`config.mk`:
```
export PLATFORM = sky130hd
export DESIGN_NAME = opk_operand_packer
export DESIGN_NICKNAME = d
export VERILOG_FILES = /design/src/rtl/opk_pkg.sv /design/src/rtl/opk_field_decode.sv /design/src/rtl/opk_slot_pack.sv /design/src/rtl/opk_flag_track.sv /design/src/rtl/opk_operand_packer.sv
export SDC_FILE = /design/constraint.sdc
export NUM_CORES = 1
export LEC_CHECK = 0
export ABC_AREA = 1
export ABC_CLOCK_PERIOD_IN_PS = 1700
export BUFFER_PORTS_ARGS = -buffer_cell sky130_fd_sc_hd__buf_2
export CORE_AREA = 2 2 184 186
export CTS_CLUSTER_DIAMETER = 100
export CTS_CLUSTER_SIZE = 16
export DETAILED_ROUTE_END_ITERATION = 6
export DIE_AREA = 0 0 186 188
export PLACE_DENSITY_LB_ADDON = 0.1
export SYNTH_ARGS = -nofsm -noshare
export SYNTH_HDL_FRONTEND = slang
export SYNTH_SLANG_ARGS = --single-unit
```
`constraint.sdc`:
```
create_clock -name clk -period 1.7 [get_ports clk]
set_clock_uncertainty 0.1 [all_clocks]
set_input_delay 0.34 -clock clk [delete_from_list [all_inputs] [get_ports clk]]
set_output_delay 0.34 -clock clk [all_outputs]
set_load 0.005 [all_outputs]
```
`src/rtl/opk_pkg.sv`:
```
`timescale 1ns/1ps
package opk_pkg;
   localparam int unsigned XLEN  = 32;
   localparam int unsigned IDX_W = 5;

   // first flag bit of a slot: one bit per earlier slot plus one extra per earlier pair
   function automatic int unsigned flag_base(int unsigned slot, int unsigned dual);
      return slot + ((slot < dual) ? slot : dual);
   endfunction

   // bit position of a slot's register index field in the instruction word
   function automatic int unsigned field_lsb(int unsigned slot);
      return (slot == 0) ? 15 : ((slot == 1) ? 20 : 27);
   endfunction
endpackage

```
`src/rtl/opk_field_decode.sv`:
```
`timescale 1ns/1ps
module opk_field_decode
   import opk_pkg::*;
#(
   parameter int unsigned NUM_SRC = 3,
   parameter int unsigned DUAL    = 2
) (
   input  logic                     inst_valid,
   input  logic [31:0]              inst_word,
   output logic [NUM_SRC*IDX_W-1:0] addr_even,
   output logic [NUM_SRC*IDX_W-1:0] addr_odd,
   output logic [NUM_SRC-1:0]       odd_en,
   output logic [NUM_SRC-1:0]       pair_zero
);
   logic unused_word;
   assign unused_word = ^inst_word;

   for (genvar s = 0; s < NUM_SRC; s++) begin : g_slot
      localparam int unsigned LSB = field_lsb(s);
      logic [IDX_W-1:0] fld;
      assign fld = inst_word[LSB +: IDX_W];
      if (s < DUAL) begin : g_pair
         assign addr_even[s*IDX_W +: IDX_W] = {fld[IDX_W-1:1], 1'b0};
         assign addr_odd[s*IDX_W +: IDX_W]  = {fld[IDX_W-1:1], 1'b1};
         assign pair_zero[s]                = (fld[IDX_W-1:1] == '0);
         assign odd_en[s]                   = inst_valid && (fld[IDX_W-1:1] != '0);
      end else begin : g_single
         assign addr_even[s*IDX_W +: IDX_W] = fld;
         assign addr_odd[s*IDX_W +: IDX_W]  = '0;
         assign pair_zero[s]                = 1'b0;
         assign odd_en[s]                   = 1'b0;
      end
   end
endmodule

```
`src/rtl/opk_slot_pack.sv`:
```
`timescale 1ns/1ps
module opk_slot_pack
   import opk_pkg::*;
#(
   parameter bit          PAIRED = 1'b1,
   parameter int unsigned SLOT_W = 64,
   localparam int unsigned NH    = PAIRED ? 2 : 1
) (
   input  logic [XLEN-1:0]   even_data,
   input  logic [XLEN-1:0]   odd_data,
   input  logic              pair_zero,
   input  logic [NH-1:0]     rdy,
   output logic [SLOT_W-1:0] operand,
   output logic [NH-1:0]     avail
);
   if (PAIRED) begin : g_pair
      if (SLOT_W != 2*XLEN) begin : g_bad_width
         $error("paired slot needs a slot width of twice XLEN");
      end
      logic unused_pz;
      assign unused_pz = 1'b0;
      always_comb begin
         if (pair_zero) begin
            operand = '0;
            avail   = '1;
         end else begin
            operand = {odd_data, even_data};
            avail   = rdy;
         end
      end
   end else begin : g_single
      logic unused_single;
      assign unused_single = ^{odd_data, pair_zero};
      assign operand = SLOT_W'(even_data);
      assign avail   = rdy;
   end
endmodule

```
`src/rtl/opk_flag_track.sv`:
```
`timescale 1ns/1ps
module opk_flag_track #(
   parameter int unsigned FLAGS  = 5,
   parameter bit          SPLIT  = 1'b0,
   parameter int unsigned ID_W   = 4,
   parameter int unsigned HART_W = 1,
   localparam int unsigned KEY_W = ID_W + HART_W
) (
   input  logic              clk,
   input  logic              rst_n,
   input  logic              inst_valid,
   input  logic [ID_W-1:0]   inst_id,
   input  logic [HART_W-1:0] inst_hart,
   input  logic [FLAGS-1:0]  avail,
   input  logic [FLAGS-1:0]  rd_req,
   input  logic              reg_ready,
   output logic              reg_valid,
   output logic [FLAGS-1:0]  reg_flags
);
   logic [KEY_W-1:0] key, key_q;
   logic             same_key;

   assign key      = {inst_hart, inst_id};
   assign same_key = (key == key_q);

   always_ff @(posedge clk) begin
      if (!rst_n) key_q <= '0;
      else        key_q <= key;
   end

   if (SPLIT) begin : g_split
      logic sent_q, all_ok;
      logic unused_rdy;
      assign unused_rdy = reg_ready;
      assign all_ok    = ((rd_req & ~avail) == '0);
      assign reg_valid = inst_valid && all_ok && !(sent_q && same_key);
      assign reg_flags = reg_valid ? rd_req : '0;
      always_ff @(posedge clk) begin
         if (!rst_n) sent_q <= 1'b0;
         else        sent_q <= reg_valid || (inst_valid && same_key && sent_q);
      end
   end else begin : g_combined
      logic [FLAGS-1:0] held_q, keep;
      logic unused_req;
      assign unused_req = ^rd_req;
      assign keep      = same_key ? held_q : '0;
      assign reg_valid = inst_valid;
      assign reg_flags = inst_valid ? (keep | avail) : '0;
      always_ff @(posedge clk) begin
         if (!rst_n)                       held_q <= '0;
         else if (inst_valid && !reg_ready) held_q <= reg_flags;
         else                              held_q <= '0;
      end
   end
endmodule

```
`src/rtl/opk_operand_packer.sv`:
```
`timescale 1ns/1ps
module opk_operand_packer
   import opk_pkg::*;
#(
   parameter int unsigned NUM_SRC = 3,
   parameter int unsigned DUAL    = 2,
   parameter bit          SPLIT   = 1'b0,
   parameter int unsigned ID_W    = 4,
   parameter int unsigned HART_W  = 1,
   localparam int unsigned FLAGS  = NUM_SRC + DUAL,
   localparam int unsigned SLOT_W = (DUAL > 0) ? 2*XLEN : XLEN
) (
   input  logic                      clk,
   input  logic                      rst_n,
   input  logic                      inst_valid,
   input  logic [31:0]               inst_word,
   input  logic [HART_W-1:0]         inst_hart,
   input  logic [ID_W-1:0]           inst_id,
   input  logic [FLAGS-1:0]          src_ready,
   input  logic [FLAGS-1:0]          rd_req,
   output logic [NUM_SRC*IDX_W-1:0]  rf_addr_even,
   output logic [NUM_SRC*IDX_W-1:0]  rf_addr_odd,
   output logic [NUM_SRC-1:0]        rf_odd_en,
   input  logic [NUM_SRC*XLEN-1:0]   rf_data_even,
   input  logic [NUM_SRC*XLEN-1:0]   rf_data_odd,
   output logic                      reg_valid,
   input  logic                      reg_ready,
   output logic [HART_W-1:0]         reg_hart,
   output logic [ID_W-1:0]           reg_id,
   output logic [NUM_SRC*SLOT_W-1:0] reg_ops,
   output logic [FLAGS-1:0]          reg_flags
);
   if (NUM_SRC < 2 || NUM_SRC > 3) begin : g_bad_nsrc
      $error("NUM_SRC must be 2 or 3");
   end
   if (DUAL > NUM_SRC) begin : g_bad_dual
      $error("DUAL may not exceed NUM_SRC");
   end
   if (ID_W < 1 || HART_W < 1) begin : g_bad_key
      $error("id and hart widths must be at least 1");
   end

   logic [NUM_SRC-1:0] pair_zero;
   logic [FLAGS-1:0]   avail_all;

   opk_field_decode #(.NUM_SRC(NUM_SRC), .DUAL(DUAL)) u_dec (
      .inst_valid (inst_valid),
      .inst_word  (inst_word),
      .addr_even  (rf_addr_even),
      .addr_odd   (rf_addr_odd),
      .odd_en     (rf_odd_en),
      .pair_zero  (pair_zero)
   );

   for (genvar s = 0; s < NUM_SRC; s++) begin : g_slot
      localparam bit          PAIRED = (s < DUAL);
      localparam int unsigned NH     = PAIRED ? 2 : 1;
      localparam int unsigned BASE   = flag_base(s, DUAL);
      opk_slot_pack #(.PAIRED(PAIRED), .SLOT_W(SLOT_W)) u_pack (
         .even_data (rf_data_even[s*XLEN +: XLEN]),
         .odd_data  (rf_data_odd[s*XLEN +: XLEN]),
         .pair_zero (pair_zero[s]),
         .rdy       (src_ready[BASE +: NH]),
         .operand   (reg_ops[s*SLOT_W +: SLOT_W]),
         .avail     (avail_all[BASE +: NH])
      );
   end

   opk_flag_track #(
      .FLAGS(FLAGS), .SPLIT(SPLIT), .ID_W(ID_W), .HART_W(HART_W)
   ) u_trk (
      .clk        (clk),
      .rst_n      (rst_n),
      .inst_valid (inst_valid),
      .inst_id    (inst_id),
      .inst_hart  (inst_hart),
      .avail      (avail_all),
      .rd_req     (rd_req),
      .reg_ready  (reg_ready),
      .reg_valid  (reg_valid),
      .reg_flags  (reg_flags)
   );

   assign reg_id   = inst_id;
   assign reg_hart = inst_hart;
endmodule

```
==> results.sh, run 1 <==
export IMPL_nFillCells=3890
export IMPL_maxCapViolations=0
export IMPL_crit_path_start_kind="input pin"
export IMPL_pwr_share_comb=0.563
export IMPL_drcViolationCount=0
export IMPL_yosysTopAreaCellShare=0.330
export IMPL_gr_total_overflow=0
export IMPL_synth_xor_area_frac=0.00374
export IMPL_path_clk_slew_ns=0.04
export IMPL_drt_iter0_drc=40
export IMPL_slew_violations=0
export IMPL_grt_pass1_vias=2683
export IMPL_setup_worst_path_class="in -> out"
export IMPL_nets=970
export IMPL_yosysMostFrequentCell="inv_1"
export IMPL_yosys_area_top_type="buf_4"
export IMPL_io_buffers=306
export IMPL_cts_tree="built"
export IMPL_violations="negative setup slack"
export IMPL_core_area_um2=33100
export IMPL_n_antenna_cell=0
export IMPL_cts_buffers=3
export IMPL_wirelength_mm=12.7
export IMPL_synth_edf_count=0
export IMPL_dr_total_vias=3132
export IMPL_via_per_inst=2.67
export IMPL_die_area_um2=35000
export IMPL_synthTopCellsByArea="buf_4 33%, inv_1 23%, nor2_1 22%, dfxtp_1 8.6%, buf_6 4.8%"
export IMPL_synth_cell_types=12
export IMPL_fin_crit_sh=1.08
export IMPL_cts_sinks=10
export IMPL_yosys_area_share_simple=0.267
export IMPL_synthTopCellsByCount="142 x inv_1, 139 x nor2_1, 103 x buf_4, 16 x nand2_1, 14 x a21oi_1"
export IMPL_cts_root_buf="clkbuf_16"
export IMPL_ys_flop_type="dfxtp_1"
export IMPL_grt_pass1_wl_mm=16.7
export IMPL_postRouteAntennaNets=0
export IMPL_p_clk_frac=0.284
export IMPL_leakagePower_nw=2.97
export IMPL_synth_top_family_by_area="buffers and inverters"
export IMPL_htreeDepth=1
export IMPL_rsz0062_at_grt="yes"
export IMPL_synth_seq_cells=10
export IMPL_hold_violations=0
export IMPL_synth_compound_area_frac=0.0299
export IMPL_timing_fmax_mhz=547
export IMPL_grt_usage=0.0635
export IMPL_min_path_type="in -> reg"
export IMPL_crit_arrival_ns=1.39
export IMPL_synthMuxAreaShare=0
export IMPL_setup_viol=81
export IMPL_io_pins=479
export IMPL_p_per_area_nw_per_um2=335
export IMPL_clockBufferDepth=2
export IMPL_cp_data_required_time_ns=1.26
export IMPL_crit_path_max_fanout=7
export IMPL_gp_congestion=0.697
export IMPL_grt_max_degree=25
export IMPL_syn_area_um2=2340
export IMPL_synth_fa_ha_area_frac=0
export IMPL_insertion_delay_ns=0.24
export IMPL_synth_warnings=0
export IMPL_die_h_um=188
export IMPL_start_util=0.0707
export IMPL_die_w_um=186
export IMPL_avgSynthCellArea_um2=5.25
export IMPL_switchingPower_mw=0.536
export IMPL_drt_first_pass_iters=4
export IMPL_wl_per_cell_um=10.9
export IMPL_setup_slack_ns=-0.128
export IMPL_pre_cts_slack_ns=-0.0998
export IMPL_switching_share=0.327
export IMPL_place_hpwl_mm=10.5
export IMPL_rows=67
export IMPL_power_frac_seq=0.153
export IMPL_area_delta_synth_final_pct=109
export IMPL_drive_above_1_share=0.574
export IMPL_fin_crit_ns=1.83
export IMPL_critPathCaptureType="output pin"
export IMPL_status="complete, but fails checks"
export IMPL_yosysSeqAreaShare=0.0855
export IMPL_p_int_mw=1.10
export IMPL_ir_drop_mv=0.359
export IMPL_antenna_found_initial=0
export IMPL_synthArstFlopShare=0
export IMPL_fin_util=0.148
export IMPL_syn_inst=446
-- cell usage in the layout, fill, tap and decap left out --
cell type  count
a21oi_1       13
a21oi_2        1
buf_12         9
buf_16         4
buf_2        283
buf_4         19
buf_6         28
buf_8          3
clkbuf_16      8
clkbuf_8       1
conb_1        42
dfxtp_1        6
dfxtp_2        4
inv_1        142
nand2_1       16
nand4_1        5
nor2_1        84
nor2_2        29
nor2_4        26
nor4_4         2
xnor2_1        1
-- path summary, 6_finish.rpt --
| kind | from | endpoint | slack, ns | cells after the start |
|---|---|---|---|---|
| max | inst_word[17] | reg_ops[17] | -0.13 | 7 |
| min | inst_hart | u_trk.key_q[4] | 0.23 | 3 |
| max reg2reg | u_trk.key_q[0] | u_trk.g_combined.held_q[2] | 0.47 | 8 |
| min reg2reg | u_trk.g_combined.held_q[1] | u_trk.g_combined.held_q[1] | 0.40 | 2 |
-- cell type report --
cell class                      instances  area [um2]  area share
Clock buffer                            4        88.8      0.0182
Inverter                              142         533       0.109
Multi-Input combinational cell        219        1160       0.238
Sequential cell                        10         205      0.0420
Tap cell                              448         561       0.115
Timing Repair Buffer                  351        2330       0.478
-- worst max-delay path, cell delays in order --
cell	delay, ns
buf_8	0.10
nor4_4	0.30
buf_6	0.21
buf_4	0.14
buf_12	0.13
nor2_1	0.04
buf_2	0.12
-- flip-flops by register name (all words and copies together), names as in the netlist --
register / count
u_trk.key_q: 5
u_trk.g_combined.held_q: 5
-- per-layer routing --
layer  wire (um)  track usage  part of all wire  vias up
met5           0            0                 0        -
met4         138       0.0103             0.011        0
li1            -            -                 -     1635
met2        7040        0.123              0.55      137
met3         673       0.0122             0.053       10
met1        4900       0.0711              0.38     1350
-- kinds of logic (layout without fill, tap and decap cells) --
logic type | Yosys count | in the layout
other | 2 | 42
DFF | 10 | 10
xor gates and xnor gates | 1 | 1
AOI/OAI and AO/OA | 14 | 14
and+or+nand+nor | 162 | 162
buffers and inverters | 257 | 497
-- per-stage QoR --
step	setup TNS [ns]	instance area, um2	instances	hold slack, ns	power, mW
after detailed placement	-7.18	3950	1151	0.404	1.02
after global placement	-7.41	3950	1151	0.403	1.03
final	-5.80	4890	1174	0.233	1.64
after floorplan	0	2490	486	0.333	0.703
after global routing	-16.38	4890	1174	0.260	1.79
after CTS	-4.49	4310	1162	0.229	1.55
-- power by group through the flow --
stage	Combinational, mW	Clock [mW]	Sequential (mW)
final	0.923	0.465	0.250
after global routing	1.04	0.499	0.251
after global placement	0.774	0	0.253
after floorplan	0.450	0	0.252
after detailed placement	0.764	0	0.253
after CTS	0.819	0.481	0.250
-- timing repair --
action / CTS / global route
gates cloned: 4 / 6
pin swaps: 9 / 9
gates resized for setup: 31 / 109
setup endpoints to repair: 107 / 135
buffers inserted: 3 / 9
hold buffers: 0 / 0
No activity file was read; power rests on OpenSTA's default activity.
==> run 2, diff against run 1 <==
--- a/config.mk
+++ b/config.mk
@@ -7,12 +7,12 @@
 export LEC_CHECK = 0
 export ABC_AREA = 1
 export ABC_CLOCK_PERIOD_IN_PS = 1700
-export BUFFER_PORTS_ARGS = -buffer_cell sky130_fd_sc_hd__buf_2
 export CORE_AREA = 2 2 184 186
 export CTS_CLUSTER_DIAMETER = 100
 export CTS_CLUSTER_SIZE = 16
 export DETAILED_ROUTE_END_ITERATION = 6
 export DIE_AREA = 0 0 186 188
+export DONT_BUFFER_PORTS = 1
 export PLACE_DENSITY_LB_ADDON = 0.1
 export SYNTH_ARGS = -nofsm -noshare
 export SYNTH_HDL_FRONTEND = slang
==> run 2 against run 1 <==
Effect of this change:
- clock power down 11%
- power down 38%
- worst hold slack worse by 0.14 ns
- register-to-register slack worse by 0.02 ns
- the run now ends clean
- flip-flop and latch count unchanged
- routed wire length down 29%
- global-route usage down 1.8 points
==> results.sh, run 2 (synthesis gave the netlist of run 1 again) <==
export IMPL_crit_cells=7
export IMPL_min_path_type="in -> reg"
export IMPL_timing_fmax_mhz=593
export IMPL_io_buffers=0
export IMPL_start_util=0.0707
export IMPL_fin_crit_sh=0.992
export IMPL_crit_path_start_kind="flip-flop"
export IMPL_via_per_inst=2.32
export IMPL_rows=67
export IMPL_fin_cells=838
export IMPL_fin_util=0.0732
export IMPL_place_hpwl_mm=7.97
export IMPL_grt_pass1_vias=1797
export IMPL_cts_sinks=10
export IMPL_cp_data_required_time_ns=1.26
export IMPL_rr_worst_depth=8
export IMPL_grt_usage=0.0456
export IMPL_place_inst=833
export IMPL_n_antenna_cell=0
export IMPL_final_common_cell="inv_1"
export IMPL_final_area_um2=2420
export IMPL_die_w_um=186
export IMPL_io_pins=479
export IMPL_placedInstanceArea_um2=2310
export IMPL_crit_arrival_ns=1.25
export IMPL_grt_max_degree=66
export IMPL_leakagePower_nw=1.42
export IMPL_core_area_um2=33100
export IMPL_path_clk_slew_ns=0.04
export IMPL_fin_crit_ns=1.69
export IMPL_timing_rr_start="u_trk.key_q[2]"
export IMPL_drt_first_pass_iters=4
export IMPL_min_from="rst_n"
export IMPL_wirelength_mm=9.01
export IMPL_rsz0062_at_grt="yes"
export IMPL_clockBufferDepth=2
export IMPL_nets=635
export IMPL_setup_viol=0
export IMPL_crit_family="flip-flops"
export IMPL_area_delta_synth_final_pct=3.47
export IMPL_pre_cts_slack_ns=0.0573
export IMPL_fin_tns_setup_ns=0
export IMPL_holdPathEnd="u_trk.key_q[2]"
export IMPL_worstPathCellList="inv_2, nand2_1, nand2_1, nor2_1, buf_4, nand4_1, a21oi_2"
export IMPL_drive_above_1_share=0.0795
export IMPL_r2r_end="u_trk.g_combined.held_q[0]"
export IMPL_holdPathStages=2
export IMPL_cts_tree="built"
export IMPL_max_stage_delay_ns=0.33
export IMPL_gr_total_overflow=0
export IMPL_postRouteAntennaNets=0
export IMPL_htreeDepth=1
export IMPL_mostFrequentLayoutCells="140 x inv_1, 139 x nor2_1, 42 x conb_1"
export IMPL_die_h_um=188
export IMPL_p_per_area_nw_per_um2=419
export IMPL_slew_violations=0
export IMPL_hold_violations=0
export IMPL_critPathCaptureType="output pin"
export IMPL_slowest_stage="dfxtp_2"
export IMPL_antenna_found_initial=0
export IMPL_grt_pass1_wl_mm=12.0
export IMPL_drcViolationCount=0
export IMPL_wl_per_cell_um=10.8
export IMPL_ir_drop_mv=0.404
export IMPL_top_regs="u_trk.g_combined.held_q: 5 flops, u_trk.key_q: 5 flops"
export IMPL_dr_total_vias=1943
export IMPL_setup_worst_path_class="reg -> out"
export IMPL_cpMostUsedCell="nand2_1"
export IMPL_die_area_um2=35000
export IMPL_maxCapViolations=0
export IMPL_insertion_delay_ns=0.24
export IMPL_setup_slack_ns=0.0140
export IMPL_drt_iter0_drc=67
export IMPL_cts_root_buf="clkbuf_16"
export IMPL_gp_congestion=0.669
export IMPL_crit_buf_inv=2
export IMPL_status="complete, no violations"
export IMPL_cts_buffers=3
export IMPL_r2r_setup_slack_ns=0.45
export IMPL_crit_path_max_fanout=5
-- run 2: cell count changes in the layout (fill, tap and decap cells not counted), sizes merged --
cell    change
buf       -330
clkbuf      -6
-- run 2: what timing repair did --
item	in CTS	in global routing
setup endpoints to repair	5	5
pin swaps	5	8
gates resized for setup	7	3
hold buffers	0	0
setup buffers	0	2
-- run 2: cell type report --
class | count | area [um2]
multi-input cells | 219 | 892
flip-flops and latches | 10 | 204
inverters | 142 | 533
fillers | 3982 | 30700
clock buffers | 3 | 75.1
repair buffers | 16 | 158
well taps | 448 | 561
-- run 2: metal layers --
metal  global-route usage  vias to the layer above  share of wire
li1                     -                      956              -
met5                    0                        -              0
met4               0.0115                        0          0.016
met2               0.0781                      146           0.51
met1               0.0528                      831           0.37
met3               0.0175                       10          0.098
-- run 2: stage by stage --
step | power, mW | hold WS, ns
2_1_floorplan | 0.703 | 0.333
3_3_place_gp | 0.617 | 0.339
3_5_place_dp | 0.607 | 0.339
4_1_cts | 1.04 | 0.0933
5_1_grt | 1.10 | 0.113
6_report | 1.01 | 0.0974
-- run 2: how the worst max path moves through the flow --
stage,startpoint,to,slack (ns)
2_1_floorplan,inst_word[22],reg_ops[100],0.22
3_3_place_gp,inst_word[22],reg_ops[84],0.06
3_5_place_dp,inst_word[22],reg_ops[84],0.06
4_1_cts,u_trk.key_q[1],reg_flags[1],-0.01
5_1_grt,u_trk.key_q[2],reg_flags[1],-0.09
6_report,u_trk.key_q[2],reg_flags[0],0.01
-- run 2: worst reg2reg max path, stage by stage, from the launching register on --
cell and delay, ns:
dfxtp_2 0.33, inv_2 0.03, nand2_1 0.04, nand2_1 0.05
nor2_1 0.09, buf_4 0.14, nand4_1 0.13, buf_4 0.16
a21oi_1 0.11
-- run 2: power by group --
group / switching [mW] / internal, mW
sequential: 0.00432 / 0.246
combinational: 0.238 / 0.113
clock: 0.108 / 0.305
total: 0.350 / 0.664
==> run 3, diff against run 2 <==
--- a/config.mk
+++ b/config.mk
@@ -7,12 +7,15 @@
 export LEC_CHECK = 0
 export ABC_AREA = 1
 export ABC_CLOCK_PERIOD_IN_PS = 1700
-export CORE_AREA = 2 2 184 186
+export CELL_PAD_IN_SITES_DETAIL_PLACEMENT = 1
+export CELL_PAD_IN_SITES_GLOBAL_PLACEMENT = 1
+export CORE_AREA = 2 2 185 187
 export CTS_CLUSTER_DIAMETER = 100
 export CTS_CLUSTER_SIZE = 16
 export DETAILED_ROUTE_END_ITERATION = 6
-export DIE_AREA = 0 0 186 188
+export DIE_AREA = 0 0 187 189
 export DONT_BUFFER_PORTS = 1
+export MAX_ROUTING_LAYER = met4
 export PLACE_DENSITY_LB_ADDON = 0.1
 export SYNTH_ARGS = -nofsm -noshare
 export SYNTH_HDL_FRONTEND = slang
==> run 3 against run 2 <==
Effect of this change:
- the run now ends with negative setup slack left
- routed wire length about the same
- power is 6.4% higher
- critical endpoint is now reg_flags[1]
- sequential power about the same
- critical path depth stayed put
- clock power up 15%
- flip-flop and latch count unchanged
- utilization is essentially flat
- register-to-register slack worse by 0.34 ns
- final cell count down 0.12%
- maximum frequency down 2.1%
- highest routed layer unchanged
- sequential share of layout area fell by 0.12 points
- global-route usage decreased by 0.20 points
==> results.sh, run 3 (synthesis gave the netlist of run 1 again) <==
export IMPL_max_stage_delay_ns=0.32
export IMPL_nets=632
export IMPL_gp_congestion=0.715
export IMPL_crit_arrival_ns=1.28
export IMPL_fin_crit_ns=1.72
export IMPL_ir_drop_mv=0.261
export IMPL_crit_path_start_kind="flip-flop"
export IMPL_postRouteAntennaNets=0
export IMPL_grt_max_degree=66
export IMPL_place_inst=825
export IMPL_p_clk_frac=0.439
export IMPL_cp_endpoint="reg_flags[1]"
export IMPL_maxCapViolations=0
export IMPL_leakagePower_nw=1.41
export IMPL_rsz0062_at_grt="yes"
export IMPL_cts_root_buf="clkbuf_16"
export IMPL_area_delta_synth_final_pct=4.38
export IMPL_insertion_delay_ns=0.24
export IMPL_cts_tree="built"
export IMPL_worstPathCellList="nand2_1, inv_1, nor2_1, nor2_2, buf_4, nand4_1, a21oi_2"
export IMPL_grt_pass1_vias=1923
export IMPL_r2r_setup_slack_ns=0.11
export IMPL_rr_worst_depth=11
export IMPL_grt_usage=0.0436
export IMPL_setup_worst_path_class="reg -> out"
export IMPL_die_w_um=187
export IMPL_cts_sinks=10
export IMPL_core_area_um2=33300
export IMPL_wirelength_mm=9.02
export IMPL_slowest_stage="dfxtp_1"
export IMPL_top_regs="u_trk.g_combined.held_q: 5 flops, u_trk.key_q: 5 flops"
export IMPL_gr_total_overflow=0
export IMPL_r2r_end="u_trk.g_combined.held_q[1]"
export IMPL_power_frac_seq=0.231
export IMPL_fin_cells=837
export IMPL_fin_util=0.0734
export IMPL_mostFrequentLayoutCells="140 x inv_1, 138 x nor2_1, 42 x conb_1"
export IMPL_path_clk_slew_ns=0.04
export IMPL_critPathCaptureType="output pin"
export IMPL_multi_input_area_um2=913
export IMPL_crit_start="u_trk.key_q[0]"
export IMPL_p_int_mw=0.712
export IMPL_cp_data_required_time_ns=1.26
export IMPL_crit_family="flip-flops"
export IMPL_cts_buffers=3
export IMPL_grt_pass1_wl_mm=11.8
export IMPL_setup_viol=4
export IMPL_via_per_inst=2.38
export IMPL_crit_cells=7
export IMPL_io_buffers=0
export IMPL_crit_buf_inv=2
export IMPL_drt_first_pass_iters=5
export IMPL_finalHoldWorstSlack_ns=0.0968
export IMPL_p_per_area_nw_per_um2=441
export IMPL_switchingPower_mw=0.366
export IMPL_final_area_um2=2440
export IMPL_fin_crit_sh=1.01
export IMPL_die_h_um=189
export IMPL_antenna_found_initial=1
export IMPL_violations="negative setup slack"
export IMPL_drcViolationCount=0
export IMPL_slew_violations=0
export IMPL_p_total_mw=1.08
export IMPL_timing_fmax_mhz=581
export IMPL_status="complete, but fails checks"
export IMPL_drive_above_1_share=0.0825
export IMPL_timing_rr_start="u_trk.key_q[0]"
export IMPL_switching_share=0.340
export IMPL_start_util=0.0703
export IMPL_final_common_cell="inv_1"
export IMPL_min_path_type="in -> reg"
export IMPL_nFillCells=4141
export IMPL_crit_path_max_fanout=5
export IMPL_io_pins=479
export IMPL_ff_latch_area_um2=203
export IMPL_setup_slack_ns=-0.0217
export IMPL_dr_total_vias=1994
export IMPL_clockBufferDepth=2
export IMPL_hold_violations=0
export IMPL_placedInstanceArea_um2=2240
export IMPL_pwr_share_comb=0.329
export IMPL_place_hpwl_mm=7.71
export IMPL_rows=67
export IMPL_wl_per_cell_um=10.8
export IMPL_drt_iter0_drc=37
export IMPL_htreeDepth=1
export IMPL_cts_hold_buf=0
export IMPL_die_area_um2=35300
[run 3: what timing repair did]
item | in CTS | in global routing
setup buffers | 6 | 0
gates resized for setup | 9 | 7
endpoints found under the setup margin | 7 | 21
gates cloned | 1 | 0
pin swaps | 4 | 12
[run 3: worst min-delay path by stage]
stage                     startpoint             end  slack, ns  cells after the start
after global routing           rst_n  u_trk.key_q[1]       0.10                      2
after floorplan                rst_n  u_trk.key_q[0]       0.33                      2
final                      inst_hart  u_trk.key_q[4]        0.1                      2
after global placement         rst_n  u_trk.key_q[0]       0.34                      2
after detailed placement   inst_hart  u_trk.key_q[4]       0.34                      2
after CTS                  inst_hart  u_trk.key_q[4]       0.09                      2
[run 3: power groups by stage]
stage	registers [mW]	logic, mW	clock network (mW)
6_report	0.250	0.355	0.474
5_1_grt	0.250	0.404	0.497
4_1_cts	0.249	0.363	0.489
3_5_place_dp	0.253	0.349	0
3_3_place_gp	0.253	0.353	0
2_1_floorplan	0.252	0.450	0
[run 3: stage by stage]
step,setup WS [ns],setup TNS [ns]
2_1_floorplan,0.216,0
3_3_place_gp,0.0206,0
3_5_place_dp,-0.00963,-0.00963
4_1_cts,-0.0484,-0.190
5_1_grt,-0.136,-0.577
6_report,-0.0217,-0.0677
[run 3: per-layer routing]
| layer | vias to the layer above | global-route usage | wire [um] |
|---|---|---|---|
| met4 | 0 | 0.00977 | 119 |
| met1 | 892 | 0.0421 | 3270 |
| met5 | - | - | 0 |
| met2 | 138 | 0.0846 | 4990 |
| met3 | 12 | 0.0135 | 647 |
| li1 | 952 | - | - |
[run 3: final cells by class]
class	count	area share
diodes	1	0.00102
clock buffers	4	0.0364
well taps	448	0.229
repair buffers	13	0.0584
flip-flops and latches	10	0.0829
inverters	142	0.218
multi-input cells	219	0.374
